===== config.mk =====
export PLATFORM = sky130hd
export DESIGN_NAME = slp_ctl
export DESIGN_NICKNAME = d
export VERILOG_FILES = /design/src/rtl/slp_pkg.sv /design/src/rtl/slp_regs.sv /design/src/rtl/slp_mode_dec.sv /design/src/rtl/slp_seq.sv /design/src/rtl/slp_ctl.sv
export SDC_FILE = /design/constraint.sdc
export NUM_CORES = 1
export LEC_CHECK = 0
export BUFFER_PORTS_ARGS = -buffer_cell sky130_fd_sc_hd__buf_2
export CORE_MARGIN = 3
export CORE_UTILIZATION = 30
export DETAILED_ROUTE_END_ITERATION = 7
export SLEW_MARGIN = 15
export SYNTH_ARGS = -nofsm -noshare
export SYNTH_HDL_FRONTEND = slang
export SYNTH_SLANG_ARGS = --single-unit

===== constraint.sdc =====
create_clock -name clk -period 1.95 [get_ports clk]
set_clock_uncertainty 0.15 [all_clocks]
set_input_delay 0.39 -clock clk [delete_from_list [all_inputs] [get_ports clk]]
set_output_delay 0.39 -clock clk [all_outputs]
set_load 0.005 [all_outputs]

===== src/rtl/slp_pkg.sv =====
package slp_pkg;
  typedef enum logic [1:0] {ST_RUN, ST_SLEEP, ST_START, ST_HALT} slp_st_e;

  typedef struct packed {
    logic cpu;
    logic io;
    logic adc;
    logic osc;
  } gate_t;

  typedef struct packed {
    logic io;
    logic adc;
    logic asy;
  } wake_t;

  localparam int MODE_W = 3;
  localparam logic [MODE_W-1:0] M_IDLE  = 3'b000;
  localparam logic [MODE_W-1:0] M_ADCQ  = 3'b001;
  localparam logic [MODE_W-1:0] M_PDOWN = 3'b010;
  localparam logic [MODE_W-1:0] M_STBY  = 3'b110;
endpackage


===== src/rtl/slp_regs.sv =====
module slp_regs
  import slp_pkg::*;
#(
  parameter int CTL_W = 8
) (
  input  logic              clk,
  input  logic              rst_n,
  input  logic              wr_en,
  input  logic [CTL_W-1:0]  wr_data,
  output logic [CTL_W-1:0]  rd_data,
  output logic [MODE_W-1:0] mode,
  output logic              sen
);
  localparam int PAD_W = CTL_W - MODE_W - 1;

  logic [MODE_W-1:0] mode_q, mode_d;
  logic              sen_q, sen_d;
  logic              unused_hi;

  assign unused_hi = ^wr_data[CTL_W-1:MODE_W+1];

  always_comb begin
    mode_d = mode_q;
    sen_d  = sen_q;
    if (wr_en) begin
      mode_d = wr_data[MODE_W:1];
      sen_d  = wr_data[0];
    end
  end

  always_ff @(posedge clk or negedge rst_n) begin
    if (!rst_n) begin
      mode_q <= '0;
      sen_q  <= 1'b0;
    end else begin
      mode_q <= mode_d;
      sen_q  <= sen_d;
    end
  end

  assign rd_data = {{PAD_W{1'b0}}, mode_q, sen_q};
  assign mode    = mode_q;
  assign sen     = sen_q;
endmodule


===== src/rtl/slp_mode_dec.sv =====
module slp_mode_dec
  import slp_pkg::*;
#(
  parameter int CW       = 15,
  parameter int PD_START = 16384,
  parameter int SB_START = 6
) (
  input  logic [MODE_W-1:0] mode,
  output logic              valid,
  output gate_t             gate,
  output logic [CW-1:0]     start_len,
  output wake_t             wake
);
  always_comb begin
    valid     = 1'b0;
    gate      = '{cpu: 1'b1, io: 1'b1, adc: 1'b1, osc: 1'b1};
    start_len = '0;
    wake      = '{io: 1'b0, adc: 1'b0, asy: 1'b0};
    unique case (mode)
      M_IDLE: begin
        valid = 1'b1;
        gate  = '{cpu: 1'b0, io: 1'b1, adc: 1'b1, osc: 1'b1};
        wake  = '{io: 1'b1, adc: 1'b1, asy: 1'b1};
      end
      M_ADCQ: begin
        valid = 1'b1;
        gate  = '{cpu: 1'b0, io: 1'b0, adc: 1'b1, osc: 1'b1};
        wake  = '{io: 1'b0, adc: 1'b1, asy: 1'b1};
      end
      M_PDOWN: begin
        valid     = 1'b1;
        gate      = '{cpu: 1'b0, io: 1'b0, adc: 1'b0, osc: 1'b0};
        start_len = CW'(PD_START);
        wake      = '{io: 1'b0, adc: 1'b0, asy: 1'b1};
      end
      M_STBY: begin
        valid     = 1'b1;
        gate      = '{cpu: 1'b0, io: 1'b0, adc: 1'b0, osc: 1'b1};
        start_len = CW'(SB_START);
        wake      = '{io: 1'b0, adc: 1'b0, asy: 1'b1};
      end
      default: ;
    endcase
  end
endmodule


===== src/rtl/slp_seq.sv =====
module slp_seq
  import slp_pkg::*;
#(
  parameter int CW       = 15,
  parameter int HALT_CYC = 4
) (
  input  logic              clk,
  input  logic              rst_n,
  input  logic              stb,
  input  logic              sen,
  input  logic [MODE_W-1:0] reg_mode,
  input  logic              valid,
  input  gate_t             gate,
  input  logic [CW-1:0]     start_len,
  input  wake_t             wake,
  input  logic              irq_io,
  input  logic              irq_adc,
  input  logic              irq_async,
  input  logic              rst_req,
  output logic [MODE_W-1:0] dec_mode,
  output gate_t             gate_out,
  output logic              cpu_halt,
  output logic              sleeping,
  output logic              irq_go,
  output logic              rst_vec
);
  localparam int HW = $clog2(HALT_CYC + 1);

  slp_st_e           st_q, st_d;
  logic [CW-1:0]     cnt_q, cnt_d;
  logic [HW-1:0]     hcnt_q, hcnt_d;
  logic [MODE_W-1:0] mode_q, mode_d;
  logic              rpath_q, rpath_d;
  logic              go_q, go_d;
  logic              rv_q, rv_d;
  logic              wake_hit;

  assign dec_mode = (st_q == ST_RUN) ? reg_mode : mode_q;
  assign wake_hit = rst_req | (irq_async & wake.asy) |
                    (irq_io & wake.io) | (irq_adc & wake.adc);

  always_comb begin
    st_d    = st_q;
    cnt_d   = cnt_q;
    hcnt_d  = hcnt_q;
    mode_d  = mode_q;
    rpath_d = rpath_q | ((st_q != ST_RUN) & rst_req);
    go_d    = 1'b0;
    rv_d    = 1'b0;
    unique case (st_q)
      ST_RUN: begin
        rpath_d = 1'b0;
        if (stb && sen && valid) begin
          st_d   = ST_SLEEP;
          mode_d = reg_mode;
        end
      end
      ST_SLEEP: begin
        if (wake_hit) begin
          if (start_len == '0) begin
            st_d   = ST_HALT;
            hcnt_d = HW'(HALT_CYC - 1);
          end else begin
            st_d  = ST_START;
            cnt_d = start_len - 1'b1;
          end
        end
      end
      ST_START: begin
        if (cnt_q == '0) begin
          st_d   = ST_HALT;
          hcnt_d = HW'(HALT_CYC - 1);
        end else begin
          cnt_d = cnt_q - 1'b1;
        end
      end
      ST_HALT: begin
        if (hcnt_q == '0) begin
          st_d = ST_RUN;
          go_d = ~rpath_d;
          rv_d = rpath_d;
        end else begin
          hcnt_d = hcnt_q - 1'b1;
        end
      end
      default: st_d = ST_RUN;
    endcase
  end

  always_ff @(posedge clk or negedge rst_n) begin
    if (!rst_n) begin
      st_q    <= ST_RUN;
      cnt_q   <= '0;
      hcnt_q  <= '0;
      mode_q  <= '0;
      rpath_q <= 1'b0;
      go_q    <= 1'b0;
      rv_q    <= 1'b0;
    end else begin
      st_q    <= st_d;
      cnt_q   <= cnt_d;
      hcnt_q  <= hcnt_d;
      mode_q  <= mode_d;
      rpath_q <= rpath_d;
      go_q    <= go_d;
      rv_q    <= rv_d;
    end
  end

  always_comb begin
    unique case (st_q)
      ST_SLEEP: gate_out = gate;
      ST_START: gate_out = '{cpu: gate.cpu, io: gate.io, adc: gate.adc, osc: 1'b1};
      default:  gate_out = '{cpu: 1'b1, io: 1'b1, adc: 1'b1, osc: 1'b1};
    endcase
  end

  assign cpu_halt = (st_q != ST_RUN);
  assign sleeping = (st_q == ST_SLEEP);
  assign irq_go   = go_q;
  assign rst_vec  = rv_q;
endmodule


===== src/rtl/slp_ctl.sv =====
module slp_ctl
  import slp_pkg::*;
#(
  parameter int CTL_W    = 8,
  parameter int PD_START = 16384,
  parameter int SB_START = 6,
  parameter int HALT_CYC = 4
) (
  input  logic             clk,
  input  logic             rst_n,
  input  logic             reg_we,
  input  logic [CTL_W-1:0] reg_wdata,
  output logic [CTL_W-1:0] reg_rdata,
  input  logic             sleep_stb,
  input  logic             irq_io,
  input  logic             irq_adc,
  input  logic             irq_async,
  input  logic             rst_req,
  output logic             cpu_clk_en,
  output logic             io_clk_en,
  output logic             adc_clk_en,
  output logic             osc_keep,
  output logic             cpu_halt,
  output logic             sleeping,
  output logic             irq_go,
  output logic             rst_vec
);
  localparam int MAX_START = (PD_START > SB_START) ? PD_START : SB_START;
  localparam int CW        = $clog2(MAX_START + 2);

  logic [1:0]        rst_sync;
  logic              rst_ni;
  logic [MODE_W-1:0] reg_mode, dec_mode;
  logic              sen, valid;
  gate_t             gate, gate_out;
  wake_t             wake;
  logic [CW-1:0]     start_len;

  always_ff @(posedge clk or negedge rst_n) begin
    if (!rst_n) rst_sync <= 2'b00;
    else        rst_sync <= {rst_sync[0], 1'b1};
  end
  assign rst_ni = rst_sync[1];

  slp_regs #(.CTL_W(CTL_W)) i_regs (
    .clk(clk), .rst_n(rst_ni), .wr_en(reg_we), .wr_data(reg_wdata),
    .rd_data(reg_rdata), .mode(reg_mode), .sen(sen)
  );

  slp_mode_dec #(.CW(CW), .PD_START(PD_START), .SB_START(SB_START)) i_dec (
    .mode(dec_mode), .valid(valid), .gate(gate), .start_len(start_len), .wake(wake)
  );

  slp_seq #(.CW(CW), .HALT_CYC(HALT_CYC)) i_seq (
    .clk(clk), .rst_n(rst_ni), .stb(sleep_stb), .sen(sen), .reg_mode(reg_mode),
    .valid(valid), .gate(gate), .start_len(start_len), .wake(wake),
    .irq_io(irq_io), .irq_adc(irq_adc), .irq_async(irq_async), .rst_req(rst_req),
    .dec_mode(dec_mode), .gate_out(gate_out), .cpu_halt(cpu_halt),
    .sleeping(sleeping), .irq_go(irq_go), .rst_vec(rst_vec)
  );

  assign cpu_clk_en = gate_out.cpu;
  assign io_clk_en  = gate_out.io;
  assign adc_clk_en = gate_out.adc;
  assign osc_keep   = gate_out.osc;
endmodule


==> metrics <==
arrival time reported for the critical path endpoint ~2.5 ns; Die W 91.3 um; switching portion of total power between 40% and 50%; share of the synthesized area in the top cell type between 30% and 40%; # rows 30; Buffers on Ports 23; TritonRoute pass-1 iters 4; most common cell in the synthesized netlist dfrtp_1; Filler Cell Count 596; Clock power frac 8.6%; Die H 91.3 um; setup repair after global routing missed its margin yes; number of different library cells in the post-synthesis netlist 64; delay of the slowest cell on the worst path 0.39 ns; YS warnings 0; result of the run finished with violations; Worst Path Required 1.97 ns; Total Nets Final 377; Peak supply drop 0.568 mV; Seq pwr share 17.2%; maximum number of pins on one net before global-route repair 24; final hold violation count 7; prevailing post-synth register cell dfrtp_1; post-synth design cell area 2180 um^2; core area 6940 um^2; Leak Pwr 0.00159 uW; Area Growth Syn to Fin 66.0%; combinational group share of total power roughly 74%; Fin Hold WS -0.00257 ns; async set or reset register ratio after synthesis 100%; sequential-to-total area share from yosys stat 36.7%; clock tree sinks 32; family of cells with the greatest summed delay on the critical path compound AO/OA/AOI/OAI gates; max-slew violation total from the final report 0; number of violations reported at the end of detailed-routing iteration 0 157; critical path cell sequence inv_2, ha_4, buf_6, or3b_4, and2_4, buf_12, o211ai_4, buf_8, a31oi_4, o221a_2; CTS root buf clkbuf_8; number of I/O pins 32; number of buffer and inverter stages on the critical path 4; top post-synthesis cells by area dfrtp_1, o21ai_0, ha_1; CP max stage cell dfrtp_1; critical path start-end classification reg2reg; final period utilization 129%; synthesized instance count 235; mean number of vias per cell 5.23; commonest cells in the netlist dfrtp_1, nand2_1, o21ai_0, nand3_1; final antenna diode count 0; floorplan die area 8340 um^2; effective utilization at floorplan a little under a third; remaining global-route overflow 0; pre-CTS WS -0.508 ns; HPWL after detailed placement 4.74 mm; vias in the first global route 2,275; fraction of final layout cells sized beyond drive strength 1 56.6%; antenna violations before repair 0; later-pin clock latency in the skew report 0.29 ns; mean post-synth cell area 9.30 um^2; total of max-cap violations 0; remaining routing DRC violations 0; nature of the critical path endpoint flip-flop; total clock buffers created by CTS 5; count of vias placed by the detailed router 2,358; failing checks hold timing, setup timing; H-Tree Depth 2; type of element launching the critical path flip-flop; highest clock frequency the design can meet 399 MHz; net switching component of the power 2640 uW; Wirelength per Cell about 16 um; Setup violations, final 24; power per cell area 1750 nW/um^2; biggest area consumer among synthesized cells dfrtp_1; Hold/Removal Path Class reg2async; internal power 3710 uW; critical path fanouts, max 8; PnR worst setup slack -0.556 ns; global-route wire length before repair 11.1 mm; final routed wirelength across all metal layers approximately 7.0 mm; Synth Register Bits 32; time the worst path needs with I/O delays and setup 2.51 ns; TritonCTS clock tree yes; count of antenna-violating nets left after detailed routing 0; total design power about 6300 uW; CTS clk-pin slew, worst paths 0.07 ns; buffer levels on the longest clock path 2; EDFF count, synth 0; weighted congestion reported at the end of routability-driven placement 0.929; final core area utilization between 50% and 60%; GRT Util Overall 16.5%; flop-to-flop setup slack -0.56 ns
-- power groups by stage --
stage | registers, uW | logic (uW) | clock network (uW)
2_1_floorplan | 1140 | 1980 | 0
6_report | 1090 | 4710 | 547
5_1_grt | 1120 | 5050 | 597
3_5_place_dp | 1100 | 3460 | 0
4_1_cts | 1090 | 3920 | 565
3_3_place_gp | 1090 | 3420 | 0
-- repair_timing --
item                                   4_1_cts  5_1_grt
cloned                                       2        0
endpoints found under the hold margin        2        0
setup buffers                               11       10
hold buffers                                 1        0
setup endpoints to repair                   24       25
gates resized for setup                     28       43
pin swaps                                    8       28
-- through the flow --
step | cells | TNS [ns] | cell area (um^2)
2_1_floorplan | 238 | -4.90 | 2300
3_3_place_gp | 423 | -7.68 | 3040
3_5_place_dp | 423 | -8.92 | 3040
4_1_cts | 444 | -10.18 | 3360
5_1_grt | 451 | -13.02 | 3630
6_report | 451 | -11.15 | 3630
-- worst reg2reg max path, cell delays in order (launching register included) --
cell and delay (ns):
dfrtp_1 0.39, inv_2 0.08, ha_4 0.15, buf_6 0.12
or3b_4 0.39, and2_4 0.19, buf_12 0.12, o211ai_4 0.24
buf_8 0.20, a31oi_4 0.10, o221a_2 0.27
-- sequential cells by signal (all words and copies together), names as in the netlist --
register and flops:
i_seq.rpath_q 1, i_seq.hcnt_q 3, rst_sync 2, i_seq.irq_go 1
i_seq.st_q 2, i_regs.sen 1, i_seq.rst_vec 1, i_regs.mode 3
i_seq.cnt_q 15, i_seq.mode_q 3
-- cell usage in the layout (no fill, tap or decap), types with 4 or more instances in the layout --
cell      count
buf_2        23
a31oi_1       4
a31oi_4       4
nand3_1       8
clkbuf_8      6
buf_6        12
o21ai_0      12
ha_1          4
mux2_4        4
nor2_1       10
nand3_2       6
buf_4        81
and3_1        5
dfrtp_1      32
conb_1        5
inv_1         7
nand2_1      17
buf_12        4
nor3_1        4
a21oi_1       4
o21ai_2       6
-- worst paths after layout --
check / start / end / depth (start not counted)
worst max-delay path: i_seq.st_q[0] / i_seq.cnt_q[2] / 10
worst min-delay path: rst_sync[1] / i_seq.mode_q[2] / 0
worst max register to register: i_seq.st_q[0] / i_seq.cnt_q[2] / 10
worst min register to register: rst_sync[1] / i_seq.mode_q[2] / 0
max in group asynchronous: rst_sync[1] / i_seq.cnt_q[5] / 1
min in group clk: reg_wdata[3] / i_regs.mode[2] / 3
-- layout make-up --
cell class                 instances  area [um^2]  area share [%]
tap                               96          120            3.31
timing repair buffer             122          963            26.6
clock inverter                     1         7.51           0.207
multi-input combinational        182         1600            44.2
clock buffer                       7         86.3            2.38
inverter                          11         43.8            1.21
sequential                        32          801            22.1
-- logic make-up (layout without fill, tap and decap cells) --
group	after synthesis	count (layout)	synth area share (%)
AO/OA/AOI/OAI	72	73	25.1
other	2	5	0.344
multiplexers	7	7	3.72
buffers and inverters	25	141	6.07
adder cells (fa/ha/maj)	7	7	4.01
AND/OR/NAND/NOR	89	89	23.7
flip-flops	32	32	36.7
XOR/XNOR	1	1	0.401
-- routing by layer --
layer	global-route usage, %	wire [um]
met1	21.6	3120
met2	27.2	3510
met4	5.90	144
met3	2.73	233
met5	0	0
Power figures use the tool's default switching activity.
